--- src/rtl/nand_page_seq.sv ---
module nand_page_seq #(
  parameter int PAGE_BYTES  = 2048,
  parameter int SPARE_BYTES = 64,
  parameter int ROW_BYTES   = 3,
  parameter int READ_WAIT   = 10000,
  parameter int PROG_WAIT   = 20000,
  parameter int ERASE_WAIT  = 400000,
  parameter int POLL_GAP    = 2000,
  parameter int POLL_MAX    = 100
) (
  input  logic                   clk,
  input  logic                   rst_n,
  input  logic                   start_i,
  input  logic [1:0]             op_i,
  input  logic [8*ROW_BYTES-1:0] page_i,
  input  logic [7:0]             wdata_i,
  output logic                   wdata_req_o,
  output logic [7:0]             rdata_o,
  output logic                   rdata_vld_o,
  output logic                   done_o,
  output logic                   err_o,
  output logic [1:0]             err_code_o,
  output logic                   nand_ce_n_o,
  output logic                   nand_we_o,
  output logic                   nand_rd_o,
  output logic [1:0]             nand_lat_o,
  output logic [7:0]             nand_dq_o,
  input  logic [7:0]             nand_dq_i
);

  localparam int XFER   = PAGE_BYTES + SPARE_BYTES;
  localparam int CNT_W  = $clog2(XFER + ROW_BYTES + 3);
  localparam int WMAX1  = (READ_WAIT > PROG_WAIT) ? READ_WAIT : PROG_WAIT;
  localparam int WMAX2  = (WMAX1 > ERASE_WAIT) ? WMAX1 : ERASE_WAIT;
  localparam int TMAX   = (WMAX2 > POLL_GAP) ? WMAX2 : POLL_GAP;
  localparam int TMR_W  = $clog2(TMAX + 2);
  localparam int PW     = $clog2(POLL_MAX + 2);

  localparam logic [1:0] OP_READ  = 2'd0;
  localparam logic [1:0] OP_PROG  = 2'd1;
  localparam logic [1:0] OP_ERASE = 2'd2;

  localparam logic [1:0] LAT_CMD  = 2'b01;
  localparam logic [1:0] LAT_ADR  = 2'b10;

  localparam logic [1:0] RES_OK   = 2'd0;
  localparam logic [1:0] RES_FAIL = 2'd1;
  localparam logic [1:0] RES_TMO  = 2'd2;

  typedef enum logic [3:0] {
    S_IDLE, S_PRE_CMD, S_PRE_POLL, S_PRE_RST, S_OP_CMD, S_ADDR,
    S_WDATA, S_GO_CMD, S_WAIT, S_RDATA, S_POST_CMD, S_POST_POLL
  } st_t;

  st_t                   state;
  logic [1:0]            op_q;
  logic [8*ROW_BYTES-1:0] page_q;
  logic [CNT_W-1:0]      cnt;
  logic [TMR_W-1:0]      tmr;
  logic [PW-1:0]         polls;
  logic                  done_q;
  logic [1:0]            code_q;
  logic [7:0]            rdata_q;
  logic                  rvld_q;

  logic [CNT_W-1:0]      row_idx;
  logic [8*ROW_BYTES-1:0] row_sh;
  logic [7:0]            addr_byte;
  logic [CNT_W-1:0]      addr_last;
  logic [7:0]            op_cmd;
  logic [7:0]            go_cmd;
  logic                  rdy_bit;

  assign row_idx   = (op_q == OP_ERASE) ? cnt : cnt - CNT_W'(2);
  assign row_sh    = page_q >> {row_idx, 3'b000};
  assign addr_byte = (op_q != OP_ERASE && cnt < CNT_W'(2)) ? 8'h00 : row_sh[7:0];
  assign addr_last = (op_q == OP_ERASE) ? CNT_W'(ROW_BYTES - 1) : CNT_W'(ROW_BYTES + 1);
  assign op_cmd    = (op_q == OP_READ) ? 8'h00 : (op_q == OP_PROG) ? 8'h80 : 8'h60;
  assign go_cmd    = (op_q == OP_READ) ? 8'h30 : (op_q == OP_PROG) ? 8'h10 : 8'hD0;
  assign rdy_bit   = nand_dq_i[6];

  assign nand_ce_n_o = (state == S_IDLE);
  assign done_o      = done_q;
  assign err_code_o  = code_q;
  assign err_o       = |code_q;
  assign rdata_o     = rdata_q;
  assign rdata_vld_o = rvld_q;

  always_comb begin
    nand_we_o   = 1'b0;
    nand_rd_o   = 1'b0;
    nand_lat_o  = 2'b00;
    nand_dq_o   = 8'h00;
    wdata_req_o = 1'b0;
    case (state)
      S_PRE_CMD, S_POST_CMD: begin nand_we_o = 1'b1; nand_lat_o = LAT_CMD; nand_dq_o = 8'h70; end
      S_PRE_RST:  begin nand_we_o = 1'b1; nand_lat_o = LAT_CMD; nand_dq_o = 8'hFF; end
      S_OP_CMD:   begin nand_we_o = 1'b1; nand_lat_o = LAT_CMD; nand_dq_o = op_cmd; end
      S_ADDR:     begin nand_we_o = 1'b1; nand_lat_o = LAT_ADR; nand_dq_o = addr_byte; end
      S_GO_CMD:   begin nand_we_o = 1'b1; nand_lat_o = LAT_CMD; nand_dq_o = go_cmd; end
      S_WDATA:    begin nand_we_o = 1'b1; nand_dq_o = wdata_i; wdata_req_o = 1'b1; end
      S_RDATA:    nand_rd_o = 1'b1;
      S_PRE_POLL, S_POST_POLL: nand_rd_o = (tmr == '0);
      default: ;
    endcase
  end

  always_ff @(posedge clk or negedge rst_n) begin
    if (!rst_n) begin
      state   <= S_IDLE;
      op_q    <= OP_READ;
      page_q  <= '0;
      cnt     <= '0;
      tmr     <= '0;
      polls   <= '0;
      done_q  <= 1'b0;
      code_q  <= RES_OK;
      rdata_q <= 8'h00;
      rvld_q  <= 1'b0;
    end else begin
      done_q <= 1'b0;
      code_q <= RES_OK;
      rvld_q <= 1'b0;
      case (state)
        S_IDLE:
          if (start_i && op_i != 2'd3) begin
            op_q   <= op_i;
            page_q <= page_i;
            state  <= S_PRE_CMD;
          end
        S_PRE_CMD: begin
          tmr   <= TMR_W'(POLL_GAP);
          polls <= '0;
          state <= S_PRE_POLL;
        end
        S_PRE_POLL:
          if (tmr != '0) tmr <= tmr - 1'b1;
          else if (rdy_bit) state <= S_OP_CMD;
          else if (polls == PW'(POLL_MAX - 1)) state <= S_PRE_RST;
          else begin
            polls <= polls + 1'b1;
            tmr   <= TMR_W'(POLL_GAP);
          end
        S_PRE_RST: state <= S_PRE_CMD;
        S_OP_CMD: begin
          cnt   <= '0;
          state <= S_ADDR;
        end
        S_ADDR:
          if (cnt == addr_last) begin
            cnt   <= '0;
            state <= (op_q == OP_PROG) ? S_WDATA : S_GO_CMD;
          end else cnt <= cnt + 1'b1;
        S_WDATA:
          if (cnt == CNT_W'(XFER - 1)) state <= S_GO_CMD;
          else cnt <= cnt + 1'b1;
        S_GO_CMD: begin
          tmr   <= (op_q == OP_READ) ? TMR_W'(READ_WAIT) :
                   (op_q == OP_PROG) ? TMR_W'(PROG_WAIT) : TMR_W'(ERASE_WAIT);
          cnt   <= '0;
          state <= S_WAIT;
        end
        S_WAIT:
          if (tmr != '0) tmr <= tmr - 1'b1;
          else state <= (op_q == OP_READ) ? S_RDATA : S_POST_CMD;
        S_RDATA: begin
          rdata_q <= nand_dq_i;
          rvld_q  <= 1'b1;
          if (cnt == CNT_W'(XFER - 1)) begin
            state  <= S_IDLE;
            done_q <= 1'b1;
          end else cnt <= cnt + 1'b1;
        end
        S_POST_CMD: begin
          tmr   <= TMR_W'(POLL_GAP);
          polls <= '0;
          state <= S_POST_POLL;
        end
        S_POST_POLL:
          if (tmr != '0) tmr <= tmr - 1'b1;
          else if (rdy_bit) begin
            state  <= S_IDLE;
            done_q <= 1'b1;
            code_q <= nand_dq_i[0] ? RES_FAIL : RES_OK;
          end else if (polls == PW'(POLL_MAX - 1)) begin
            state  <= S_IDLE;
            done_q <= 1'b1;
            code_q <= RES_TMO;
          end else begin
            polls <= polls + 1'b1;
            tmr   <= TMR_W'(POLL_GAP);
          end
        default: state <= S_IDLE;
      endcase
    end
  end

endmodule

--- config.mk ---
export PLATFORM = sky130hd
export DESIGN_NAME = nand_page_seq
export DESIGN_NICKNAME = d
export VERILOG_FILES = /design/src/rtl/nand_page_seq.sv
export SDC_FILE = /design/constraint.sdc
export NUM_CORES = 1
export LEC_CHECK = 0
export BUFFER_PORTS_ARGS = -buffer_cell sky130_fd_sc_hd__buf_2
export CORE_ASPECT_RATIO = 1.5
export CORE_MARGIN = 2
export CORE_UTILIZATION = 30
export DETAILED_ROUTE_END_ITERATION = 10
export PLACE_DENSITY_LB_ADDON = 0.2
export SLEW_MARGIN = 20
export SYNTH_ARGS = -nofsm -noshare
export SYNTH_HDL_FRONTEND = slang
export SYNTH_SLANG_ARGS = --single-unit
--- constraint.sdc ---
create_clock -name clk -period 3 [get_ports clk]
set_clock_uncertainty 0.1 [all_clocks]
set_input_delay 0.6 -clock clk [delete_from_list [all_inputs] [get_ports clk]]
set_output_delay 0.6 -clock clk [all_outputs]
set_load 0.05 [all_outputs]
# After elaboration in Yosys (flattened, before gate mapping)

Cells that the tools add are included.

$add $sub $neg: 4
Multipliers: 0
Div/mod/pow operators: 0
Order comparisons: 1
Equality and inequality tests: 34
Shift operators: 1
Multiplexer cells: 51
Bitwise logic cells: 0
Reductions and logical operators: 21

Operators with widths:

| cell                  | count |
|---|---|
| $mux 19               | 6 |
| $pmux 19 s4           | 1 |
| $pmux 4 s12           | 1 |
| $pmux 8 s6            | 1 |
| $mux 4                | 11 |
| $mux 8                | 5 |
| $mux 12               | 3 |
| $pmux 12 s3           | 1 |
| $ne 2x2->1 const B    | 13 |
| $shr 24x15->8         | 1 |
| $mux 7                | 3 |
| $logic_not 19->1      | 1 |
| $reduce_bool 19->1    | 1 |
| $sub 19x1->19 const B | 1 |
| $eq 4x3->1 const B    | 4 |
| $eq 4x4->1 const B    | 4 |
| $pmux 7 s2            | 1 |
| $add 12x1->12 const B | 1 |
| $eq 12x12->1 const B  | 1 |
| $eq 12x3->1           | 1 |
| $lt 12x2->1 const B   | 1 |
| $sub 12x2->12 const B | 1 |
| $mux 2                | 5 |
| $reduce_or 2->1       | 5 |
| 24 further kinds      | 39 |

Flip-flop bits (word level): 80
Bits in latches: 0
Memory bits (writable): 0
Bits in read-only memories: 0
Bits of input ports: 45
Output and inout bits: 27
Logic and storage cells: 122
Memories kept: 0

# Logic depth before layout (Yosys ltp)

Gate-level depths: netlist of the first run.

Word-level depth: 5
Depth in mapped cells: 8
Depth with buffers taken out: 8

# Worst setup path after synthesis of the first run

Ideal clock, no wire load.

Path type: flip-flop to flip-flop
Start: register state[3]
End: register op_q[0]
Library setup time: 125 ps
Arrival: 3,387 ps
Required time: 2,775 ps
Setup slack: -611 ps
Cell stages (with the launch flop): 6
Path buffers: 2
Period minus slack after synthesis: 3,611 ps
Path through: dfrtp_1 > buf_2 > nor4_1 > nand2_1 > clkbuf_1 > mux2_2

Longest elaborated chain between the ends: 2

RTL lines:

| element                           | RTL line | text |
|---|---|---|
| start: declaration                | 55       | `st_t state;` |
| start signal: assignment          | 152      | `state <= (op_q == OP_PROG) ? S_WDATA : S_GO_CMD;` |
| start signal: assignment          | 165      | `else state <= (op_q == OP_READ) ? S_RDATA : S_POST_CMD;` |
| $logic_not 4->1                   | n/a      |  |
| net nand_ce_n_o                   | 23       | `output logic nand_ce_n_o,` |
| $reduce_and 2->1 (no source line) | n/a      |  |
| end signal: assignment            | 127      | `op_q <= op_i;` |
| end: declaration                  | 56       | `logic [1:0] op_q;` |

The timed path passes the listed nets, and every way through them passes these cells.
A chain may end at the register's enable or synchronous reset.

# Final worst setup path of the first run

Start: register cnt[7]
End: output port nand_dq_o[7]

Longest elaborated chain between the ends: 5
Elaborated cells between the ends (all ways): 7
Classes of those cells: 1 x add/sub; 1 x order compare; 1 x shift; 3 x mux; 1 x reduce/logical

RTL lines:

| element                  | RTL line | text |
|---|---|---|
| start: declaration       | 58       | `logic [CNT_W-1:0] cnt;` |
| start signal: assignment | 153      | `end else cnt <= cnt + 1'b1;` |
| start signal: assignment | 156      | `else cnt <= cnt + 1'b1;` |
| start signal: assignment | 172      | `end else cnt <= cnt + 1'b1;` |
| $sub 12x2->12            | 74       | `assign row_idx = (op_q == OP_ERASE) ? cnt : cnt - CNT_W'(2);` |
| $mux 12                  | 74       |  |
| $shr 24x15->8            | 75       | `assign row_sh = page_q >> {row_idx, 3'b000};` |
| $mux 8 *                 | 76       | `assign addr_byte = (op_q != OP_ERASE && cnt < CNT_W'(2)) ? 8'h00 : row_sh[7:0];` |
| $pmux 8 s6 *             | 95       | `case (state)` |
| end: declaration         | 27       | `output logic [7:0] nand_dq_o,` |

Mark *: on every way between the ends. The rest lies on a longest branch, timed or not.

==> results of run 1 <==
stage by stage:
step | std cells | cell area, um2 | util [%] | setup slack [ps] | TNS, ps
2_1_floorplan | 524 | 4900 | - | 33.5 | 0
3_3_place_gp | 804 | 5650 | 35.1 | 95.0 | 0
3_5_place_dp | 804 | 5650 | 35.1 | 43.1 | 0
4_1_cts | 824 | 6060 | 37.6 | -115 | -415
5_1_grt | 827 | 6090 | 37.8 | -193 | -1100
6_report | 827 | 6090 | 37.8 | -51.3 | -51.3
worst register-to-register path, cell delays in order (launching register included):
cell and delay [ps]:
sky130_fd_sc_hd__dfrtp_1 480, sky130_fd_sc_hd__nor4_2 430, sky130_fd_sc_hd__nand4_2 200, sky130_fd_sc_hd__buf_4 210, sky130_fd_sc_hd__nor4_2 370, sky130_fd_sc_hd__a211o_1 440
sky130_fd_sc_hd__a21oi_1 80, sky130_fd_sc_hd__o22a_1 210
registers in the layout (all words and copies together) (netlist names), 2 cells and up:
| name | cells |
|---|---|
| state | 4 |
| page_q | 24 |
| rdata_o | 8 |
| tmr | 19 |
| err_code_o | 2 |
| polls | 7 |
| cnt | 12 |
| op_q | 2 |
repair_timing:
action,in CTS,in global routing
buffers inserted,3,2
endpoints found under the setup margin,9,9
hold buffers,1,0
pin swaps,4,4
resized for setup,21,1
hold endpoints to repair,3,0
area by class of cell:
cell class / instances / share of cell area [%]
multi-input combinational: 405 / 45.7
sequential: 80 / 32.9
timing repair buffer: 105 / 11.6
tap: 206 / 4.24
clock buffer: 9 / 3.70
clock inverter: 7 / 0.987
inverter: 14 / 0.863
antenna: 1 / 0.0411
worst paths after layout:
check	start	to	slack [ps]
worst max-delay path	cnt[7]	nand_dq_o[7]	-50
worst min-delay path	nand_dq_i[3]	rdata_o[3]	340
worst max register to register	tmr[7]	tmr[8]	360
worst min register to register	rdata_o[0]	rdata_o[0]	370
max in group asynchronous	rst_n	tmr[6]	1680
min in group asynchronous	rst_n	page_q[4]	480
power by group through the flow:
stage	logic, W	clock network, W	registers [W]
final	0.0000807	0.00108	0.00110
after floorplan	0.0000194	0	0.00111
after detailed placement	0.0000809	0	0.00112
after global placement	0.0000807	0	0.00112
after global routing	0.0000929	0.00116	0.00110
after CTS	0.0000832	0.00112	0.00110
synthesized netlist by cell type, drive strengths merged, types with 7 or more instances:
library cell | instances | area share (%)
dfrtp | 80 | 41
nand2 | 65 | 5.0
nor2 | 45 | 3.6
o21ai | 29 | 3.0
mux2 | 28 | 6.4
a21oi | 22 | 2.3
nor3 | 16 | 1.7
clkbuf | 15 | 1.2
inv | 14 | 1.1
nand3 | 13 | 1.3
xor2 | 12 | 2.1
nor4 | 11 | 2.4
buf | 10 | 1.0
nand2b | 10 | 1.3
o211ai | 10 | 1.5
o22ai | 10 | 1.3
and2 | 9 | 1.2
nor2b | 9 | 1.3
mux2i | 8 | 1.6
a31oi | 7 | 0.90
cells by family after synthesis:
group,after synthesis,synth area share [%]
AND/OR/NAND/NOR,213,23.3
AO/OA/AOI/OAI,135,20.2
flip-flops,80,40.9
buffers and inverters,39,3.30
multiplexers,36,8.08
XOR/XNOR,15,2.69
adder cells (fa/ha/maj),6,1.53
routing by layer:
metal | GRT usage (%) | vias to the layer above
met2 | 27.7 | 108
met3 | 2.56 | 30
li1 | - | 2106
met4 | 6.76 | 0
met5 | 0 | -
met1 | 21.0 | 2099
==> summary.md, run 1 <==
| Metric | Value |
|---|---|
| Worst slew pin tran | 793 ps |
| WL met3 | 523 um |
| Clk_lat worst skew | about 350 ps |
| Syn Area/Cell | slightly above 9 um2 |
| Post-route antenna net violation count | 0 |
| Global-route wire length before repair | between 20000 and 25000 um |
| Hold Crit Depth | 3 |
| Storage cell area | 0.00200 mm2 |
| Cts bufs inserted | 9 |
| Most used cells in the layout excluding fill and tap cells | sky130_fd_sc_hd__dfrtp_1 (80), sky130_fd_sc_hd__nand2_1 (64), sky130_fd_sc_hd__buf_2 (62) |
| Cell area after synthesis | approximately 0.005 mm2 |
| Critical-path maximum fanout | 8 |
| Number of pins exceeding their max-slew limit in the final report | 0 |
| Distinct cell type count after synthesis | 76 |
| Floorplan Core Area | roughly 0.016 mm2 |
| Most common flop cell mapped by yosys | sky130_fd_sc_hd__dfrtp_1 |
| Share of final-layout standard cells stronger than drive strength 1 | between 20% and 30% |
| Detailed Route Iter0 Violations | about 330 |
| Critical Path Max Stage Delay | around 560 ps |
| Cell Rows | 57 |
| Global-route total usage across every layer | between 10% and 20% |
| Vias per inst | approximately 5.3 |
| Worst Path Class, Setup | reg2out |
| NumNets Final | between 600 and 700 |
| Final setup vio count | 1 |
| PnR Total Power | ~0.0023 W |
| Proportion of power drawn by combinational gates | 3.6% |
| Clock H-tree levels | 3 |
| Clock transition at the registers of the reported paths | ~70 ps |
| Die ar. | between 0.015 and 0.02 mm2 |
| Post-Synthesis Net Count | around 580 |
| Number of port buffers | between 70 and 80 |
| Global-route congestion overflow total | 0 |
| Maximum resistive drop on vdd | 0.187 mV |
| TritonCTS clock tree | built |
| Outcome | complete, but fails checks |
| Kind of cell adding the most delay to the critical path | simple AND/OR/NAND/NOR gates |
| CP dominant cell by count | sky130_fd_sc_hd__buf_4 |
| Met2 routed wirelength | between 6000 and 7000 um |
| Stages on the worst setup path | 8 |
| Worst r2r path cells | 7 |
| Mean routed wirelength per cell | approximately 16 um |
| Share of power burned in registers | between 40% and 50% |
| Worst setup margin | -51.3 ps |
| Cell count after synthesis | approximately 520 |
| Top layer in use | met4 |
| Length of the first detailed-routing pass in iterations | 5 |
| Arrival time of data at the critical path endpoint | between 2000 and 2500 ps |
| Number of enable-type register cells in the synthesized netlist | 0 |
| Cell-by-cell trace of the critical path | or4_4 > nor4_4 > o21ai_1 > nor4_2 > buf_4 > nand2_2 > o211ai_1 > buf_4 |
| Seq/Total Area, Yosys | between 40% and 50% |
| Met1 layer wirelength in the final routing | about 6000 um |
| Number of ports placed on the die boundary | just over 70 |
| Endpoint required time on the critical path | around 2300 ps |
| Clock Sink Count | 80 |
| Classification of the worst-slack hold path | in2reg |
| Routed via count | 4343 |
| Violated checks | setup timing |
| Floorplan die width | between 100 and 150 um |
| Leading cell type in the layout, fill and taps excluded | sky130_fd_sc_hd__dfrtp_1 |
| Switching part of the total | 24.8% |
| Part of the power in the clock network | 47.9% |
| Final hold violations | 0 |
| PD cells | approximately 370 mW/mm2 |
| Kind of end point of the critical path | primary output |
| Vias in the first global route | 4317 |
| Total internal power | 0.00170 W |
| Post-route fraction of the period consumed by the critical path | 102% |
| Gpl congestion | roughly 0.83 |
| Maximum count of clock buffers along a single path | 2 |
| Startpoint types | register |
| Post-route DRC violation count | 0 |
| Unrepaired setup endpoints after global routing | true |
| Fillers | ~1700 |
| Fmax | roughly 330 MHz |
| Min Clock Period, post-route | 3050 ps |
| Initial Util | roughly 30% |
| Relative area change from synthesis to final layout | 24.4% |
| Number of register bits inferred by synthesis | 80 |
| Drt total wl | 13600 um |
| Multi-input combinational cell area | 0.00278 mm2 |
| Worst hold-check slack | 342 ps |
| Maximum number of pins on one net before global-route repair | 78 |
| Vert. Die Dim | between 150 and 200 um |
| Max-capacitance violation count | 0 |
| Post-detail-place hpwl | around 10000 um |
| Ys async rst share | 100% |
| Relative max-transition margin | a little under half |
| Yosys warning count | 0 |
| Critical path's slowest cell | sky130_fd_sc_hd__or4_4 |
| Static power due to leakage | 2.80 nW |
| Antenna violations before repair | 1 |
| Critical path buffers and inverters | 2 |
| Clock root cell | sky130_fd_sc_hd__clkbuf_16 |
| Switching power | roughly 0.00056 W |
(Power assumes the default switching activity.)
==> run 2, diff against run 1 <==
Settings changed: ABC_AREA set to 1.
==> summary.md, run 2 <==
| Metric | Value |
|---|---|
| Clk_lat worst skew | about 350 ps |
| Top register by number of flip-flops | page_q |
| Worst slew pin tran | between 600 and 700 ps |
| Number of pins exceeding their max-slew limit in the final report | 0 |
| NumNets Final | ~930 |
| Routed via count | 5255 |
| Seq/Total Area, Yosys | between 30% and 40% |
| Max-capacitance violation count | 0 |
| Dominant cell type by area after synthesis | sky130_fd_sc_hd__dfrtp_1 |
| Fraction of synthesized cell area taken by the top area cell type | between 30% and 40% |
| Mux cell area share after synthesis | about 1.7% |
| Relative max-transition margin | approximately three fifths |
| Global-route wire length before repair | roughly 26000 um |
| Final design area excluding fillers | between 0.006 and 0.007 mm2 |
| Length of the first detailed-routing pass in iterations | 5 |
| Global-route total usage across every layer | around 17% |
| Post-route DRC violation count | 0 |
| Sum Neg Setup Slack | 0 ps |
| Syn Area/Cell | ~6.7 um2 |
| Stages on the worst setup path | 11 |
| Simple-Gate Fraction of Synth Area | ~38% |
| Vias per inst | about 4.8 |
| Clock Sink Count | 80 |
| Endpoint required time on the critical path | between 2000 and 2500 ps |
| Share of power burned in registers | around a quarter |
| Share of final-layout standard cells stronger than drive strength 1 | roughly a fifth |
| CP dominant cell by count | sky130_fd_sc_hd__nand2_1 |
| Post-route fraction of the period consumed by the critical path | 95.5% |
| Critical-path maximum fanout | 8 |
| Classification of the worst-slack hold path | in2async |
| Global-route congestion overflow total | 0 |
| PnR Total Power | 0.00747 W |
| Critical path's slowest cell | sky130_fd_sc_hd__dfrtp_2 |
| Floorplan Core Area | roughly 0.017 mm2 |
| Outcome | finished clean |
| Arrival time of data at the critical path endpoint | roughly 2200 ps |
| Static power due to leakage | 3.38 nW |
| Post-route antenna net violation count | 0 |
| Ys async rst share | 100% |
| Cts bufs inserted | 9 |
| Drt total wl | between 15000 and 20000 um |
| Compound-Gate Fraction of Synth Area | 8.84% |
| Most repeated cell in the gate-level netlist after synthesis | sky130_fd_sc_hd__nand2_1 |
| Cell count after synthesis | 795 |
| Post-synthesis share of cell area spent on xor and xnor gates | between 3 and 4% |
| Final cell utilization of the core | a little under two fifths |
| Total internal power | 0.00366 W |
| Cell Rows | roughly 60 |
| Number of flip-flops under the largest register name | 24 |
| Proportion of power drawn by combinational gates | roughly 59% |
| Worst Path Class, Setup | reg2out |
| Distinct cell type count after synthesis | 38 |
| Biggest regs | page_q x24, tmr x19, cnt x12 |
| Vias in the first global route | approximately 5200 |
| Kind of cell adding the most delay to the critical path | simple AND/OR/NAND/NOR gates |
| Worst r2r path cells | 9 |
| Relative area change from synthesis to final layout | 22.3% |
| Die ar. | 0.0189 mm2 |
| Clock transition at the registers of the reported paths | roughly 60 ps |
| Detailed Route Iter0 Violations | between 200 and 250 |
| Maximum number of pins on one net before global-route repair | 43 |
| Leading cell type in the layout, fill and taps excluded | sky130_fd_sc_hd__nand2_1 |
| Kind of end point of the critical path | primary output |
| Antenna violations before repair | 0 |
| Area of placed instances | 0.00598 mm2 |
| Startpoint types | register |
| Cell area after synthesis | around 0.0053 mm2 |
| PD cells | roughly 1100 mW/mm2 |
| Fmax | approximately 350 MHz |
| Critical path buffers and inverters | 3 |
| Switching part of the total | approximately half |
| Fraction of the mapped netlist area in adder cells | around 1.4% |
| Clock H-tree levels | 3 |
| Unrepaired setup endpoints after global routing | false |
| Final hold violations | 0 |
| Yosys warning count | 0 |
| Post-Synthesis Net Count | 846 |
| Most used cells in the layout excluding fill and tap cells | sky130_fd_sc_hd__nand2_1 (278), sky130_fd_sc_hd__inv_1 (90), sky130_fd_sc_hd__nor2_1 (86) |
| TritonCTS clock tree | built |
| Largest cells by area after synthesis | sky130_fd_sc_hd__dfrtp_1 (38%), sky130_fd_sc_hd__nand2_1 (20%), sky130_fd_sc_hd__inv_1 (6.7%) |
| Maximum resistive drop on vdd | around 0.65 mV |
| Switching power | between 0.003 and 0.004 W |
| Post-detail-place hpwl | 12200 um |
| Floorplan die width | between 100 and 150 um |
| Maximum count of clock buffers along a single path | 2 |
| Number of register bits inferred by synthesis | 80 |
| Critical Path Max Stage Delay | 450 ps |
| Initial Util | 30.6% |
| Min Clock Period, post-route | about 2900 ps |
| Mean routed wirelength per cell | ~14 um |
| Number of enable-type register cells in the synthesized netlist | 0 |
| Number of ports placed on the die boundary | 72 |
| Clock root cell | sky130_fd_sc_hd__clkbuf_16 |
| Gpl congestion | 0.942 |
| Number of port buffers | between 70 and 80 |
| Cell-by-cell trace of the critical path | inv_2 > ha_2 > nand2_1 > nor2_1 > nand3_1 > xor2_1 > nor2_4 > buf_12 > nand3_2 > nand2_1 > buf_6 |
| Main combinational cell family by area after synthesis | simple AND/OR/NAND/NOR gates |
| Final setup vio count | 0 |
| Commonest cells post-synth | sky130_fd_sc_hd__nand2_1 (281), sky130_fd_sc_hd__inv_1 (95), sky130_fd_sc_hd__nor2_1 (90), sky130_fd_sc_hd__dfrtp_1 (80), sky130_fd_sc_hd__o21ai_0 (61) |
| Most common flop cell mapped by yosys | sky130_fd_sc_hd__dfrtp_1 |
| Diode count | 0 |
| Vert. Die Dim | roughly 170 um |
| Part of the power in the clock network | ~17% |
==> run 2: changes by cell type in the layout (fill, tap and decap cells not counted), moves of 9 or more <==
| cell | change |
|---|---|
| sky130_fd_sc_hd__nand2_1 | +214 |
| sky130_fd_sc_hd__inv_1 | +77 |
| sky130_fd_sc_hd__nor2_1 | +42 |
| sky130_fd_sc_hd__nand3_1 | +37 |
| sky130_fd_sc_hd__o21ai_0 | +35 |
| sky130_fd_sc_hd__mux2_2 | -20 |
| sky130_fd_sc_hd__buf_4 | -15 |
| sky130_fd_sc_hd__a21oi_1 | -10 |
| sky130_fd_sc_hd__inv_2 | +10 |
| sky130_fd_sc_hd__nand2b_1 | -10 |
| sky130_fd_sc_hd__nand3_2 | +9 |
==> run 2: power by group through the flow <==
stage	combinational [W]	clock (W)	sequential, W
2_1_floorplan	0.00296	0	0.00185
3_3_place_gp	0.00412	0	0.00177
3_5_place_dp	0.00412	0	0.00177
4_1_cts	0.00419	0.00130	0.00176
5_1_grt	0.00497	0.00135	0.00182
6_report	0.00442	0.00128	0.00176
==> run 2: final cells by class <==
| cell class | instances | area (um2) |
|---|---|---|
| multi-input cells | 597 | 2940 |
| clock inverters | 6 | 108 |
| flip-flops and latches | 80 | 2010 |
| inverters | 103 | 394 |
| repair buffers | 89 | 583 |
| fillers | 1904 | 10900 |
| clock buffers | 10 | 229 |
| well taps | 213 | 267 |
==> run 2: path summary, 6_finish.rpt <==
check | from | end | slack, ps
worst min register to register | rdata_o[2] | rdata_o[2] | 380
min in group clk | nand_dq_i[2] | rdata_o[2] | 340
worst max-delay path | cnt[2] | nand_dq_o[1] | 140
worst min-delay path | rst_n | polls[3] | 150
worst max register to register | cnt[0] | state[2] | 700
max in group asynchronous | rst_n | cnt[9] | 2040
==> run 2: cells by family (layout without fill, tap and decap cells) <==
kind of cell,after synthesis,count (layout)
AO/OA/AOI/OAI,88,88
XOR/XNOR,21,21
adder cells (fa/ha/maj),6,6
buffers and inverters,118,208
flip-flops,80,80
multiplexers,8,8
AND/OR/NAND/NOR,474,474
==> run 2: stage by stage <==
| step | hold slack [ps] | worst slack [ps] | std cells |
|---|---|---|---|
| finish | 151 | 136 | 1098 |
| global placement | 361 | 296 | 1078 |
| global route | 190 | 1.54 | 1098 |
| CTS | 177 | 13.5 | 1094 |
| detailed placement | 367 | 265 | 1078 |
| floorplan | 204 | 517 | 795 |
==> run 2: repair_timing <==
action | CTS | global route
setup buffers | 0 | 4
cloned | 0 | 0
endpoints found under the hold margin | 0 | 0
hold buffers | 0 | 0
pin swaps | 0 | 3
setup endpoints to repair | 8 | 9
resized for setup | 7 | 46
==> run 2: metal layers <==
layer | GRT usage [%] | vias to the layer above | routed length [um]
met1 | 19.9 | 2446 | 6380
met5 | 0 | - | 0
met4 | 8.54 | 0 | 619
li1 | - | 2661 | -
met2 | 31.1 | 112 | 8280
met3 | 3.18 | 36 | 586
==> run 3, diff against run 2 <==
Settings changed: CORE_UTILIZATION 30 to 59.
Clock period 3 ns to 2.97 ns, I/O delays scaled along.
==> summary.md, run 3 (synthesis results as in run 2) <==
| Metric | Value |
|---|---|
| Final setup vio count | 0 |
| Gpl congestion | ~0.96 |
| Cell Rows | 42 |
| Critical path's slowest cell | sky130_fd_sc_hd__dfrtp_1 |
| Start of the worst register-to-register path | cnt[0] |
| Kind of cell adding the most delay to the critical path | simple AND/OR/NAND/NOR gates |
| Die ar. | about 0.01 mm2 |
| Worst r2r path cells | 11 |
| Floorplan Core Area | approximately 0.009 mm2 |
| Leading cell type in the layout, fill and taps excluded | sky130_fd_sc_hd__nand2_1 |
| Number of port buffers | between 70 and 80 |
| PnR Total Power | roughly 0.0073 W |
| Critical Path Max Stage Delay | approximately 430 ps |
| Clk_lat worst skew | around 340 ps |
| Vias in the first global route | ~5400 |
| NumNets Final | a little over 900 |
| Number of ports placed on the die boundary | 72 |
| Global-route congestion overflow total | 0 |
| Worst setup margin | 84.7 ps |
| Global-route wire length before repair | between 20000 and 25000 um |
| Arrival time of data at the critical path endpoint | between 2000 and 2500 ps |
| Length of the first detailed-routing pass in iterations | 5 |
| Critical path buffers and inverters | 4 |
| Post-route DRC violation count | 0 |
| Max-capacitance violation count | 0 |
| Startpoint types | register |
| Met3 capacity usage during global routing | 6.12% |
| PD cells | roughly 1200 mW/mm2 |
| Clock Sink Count | 80 |
| Kind of end point of the critical path | primary output |
| Relative area change from synthesis to final layout | 16.6% |
| Worst hold-check slack | slightly above 100 ps |
| Vias per inst | 5.50 |
| Fmax | 347 MHz |
| Gr busiest metal | met2 |
| Biggest regs | page_q x24, tmr x19, cnt x12 |
| Maximum count of clock buffers along a single path | 2 |
| Fillers | 776 |
| CP dominant cell by count | sky130_fd_sc_hd__nand2_1 |
| Classification of the worst-slack hold path | in2async |
| Worst-case setup slack after placement | 257 ps |
| Maximum resistive drop on vdd | ~0.87 mV |
| GR met2 Demand/Resource | between 50% and 60% |
| Initial Util | approximately three fifths |
| Global-route total usage across every layer | 32.3% |
| Clock transition at the registers of the reported paths | 60 ps |
| Top register by number of flip-flops | page_q |
| Clock root cell | sky130_fd_sc_hd__clkbuf_16 |
| TritonCTS clock tree | built |
| Share of final-layout standard cells stronger than drive strength 1 | 17.9% |
| Unrepaired setup endpoints after global routing | true |
| Worst Path Class, Setup | reg2out |
| Post-detail-place hpwl | roughly 11000 um |
| Cts bufs inserted | 9 |
| Diode count | 0 |
| Outcome | finished clean |
| Antenna violations before repair | 0 |
| Multi-input combinational cell area | approximately 0.0029 mm2 |
| Mean routed wirelength per cell | approximately 15 um |
| Worst slew pin tran | 577 ps |
| Storage cell area | ~0.002 mm2 |
| Min Clock Period, post-route | 2890 ps |
| Critical-path maximum fanout | 5 |
| Vert. Die Dim | roughly 120 um |
| Number of flip-flops under the largest register name | 24 |
| Post-route antenna net violation count | 0 |
| Static power due to leakage | between 3 and 4 nW |
| Endpoint required time on the critical path | approximately 2300 ps |
| Final cell utilization of the core | ~70% |
| Reg-to-reg setup timing slack | 750 ps |
| Routed via count | around 5400 |
| Detailed Route Iter0 Violations | approximately 390 |
| Maximum number of pins on one net before global-route repair | 45 |
| Final hold violations | 0 |
| Clock H-tree levels | 3 |
| Most used cells in the layout excluding fill and tap cells | sky130_fd_sc_hd__nand2_1 (279), sky130_fd_sc_hd__inv_1 (90), sky130_fd_sc_hd__nor2_1 (85) |
| Number of pins exceeding their max-slew limit in the final report | 0 |
| Drt total wl | ~15000 um |
| End of the worst register-to-register path | cnt[2] |
| Relative max-transition margin | between 60% and 70% |
| Post-route fraction of the period consumed by the critical path | between 90% and 100% |
| Cell-by-cell trace of the critical path | inv_1 > nand2_2 > inv_1 > nand2_1 > nand2_1 > inv_2 > nand2_1 > a211oi_1 > nand2_1 > buf_4 |
| Met1 global-route usage | 35.2% |
| Floorplan die width | between 80 and 90 um |
==> run 3: cell types whose count changed in the layout (fill, tap and decap cells not counted), sizes merged <==
cell and delta:
buf -8, bufinv -1, clkbuf +1, clkinvlp -1
inv +1
==> run 3: stage by stage <==
stage	instance area, um2	TNS [ps]	std cells
6_report	6220	0	987
5_1_grt	6220	-351	987
4_1_cts	6120	0	983
3_5_place_dp	5780	0	967
3_3_place_gp	5780	0	967
2_1_floorplan	5330	0	795
==> run 3: worst max-delay path by stage <==
stage / endpoint / cells past startpoint / startpoint
floorplan: nand_dq_o[0] / 9 / cnt[1]
global placement: nand_dq_o[7] / 10 / cnt[1]
detailed placement: nand_dq_o[2] / 10 / cnt[1]
CTS: nand_dq_o[4] / 10 / cnt[1]
global route: nand_dq_o[6] / 10 / state[0]
finish: nand_dq_o[5] / 10 / state[0]
==> run 3: cell type report <==
type | count | area share (%)
Clock buffer | 11 | 3.90
Timing Repair Buffer | 81 | 7.53
Clock inverter | 5 | 1.27
Tap cell | 110 | 2.21
Inverter | 103 | 6.34
Sequential cell | 80 | 32.3
Multi-Input combinational cell | 597 | 46.5
==> run 3: metal layers <==
metal  up-vias  share of wire (%)
met4         0                4.5
li1       2649                  -
met3        52                4.4
met2       226                 53
met5         -                  0
met1      2500                 38
==> run 3: where the power goes <==
group          switching (W)  total [W]  internal [W]
logic                0.00302    0.00426       0.00123
clock network       0.000454    0.00121      0.000760
registers           0.000308    0.00179       0.00148
total                0.00378    0.00726       0.00347
==> run 3: timing repair <==
item | CTS | global route
buffers inserted | 0 | 4
hold buffers | 0 | 0
pin swaps | 0 | 2
resized for setup | 6 | 35
setup endpoints to repair | 8 | 9
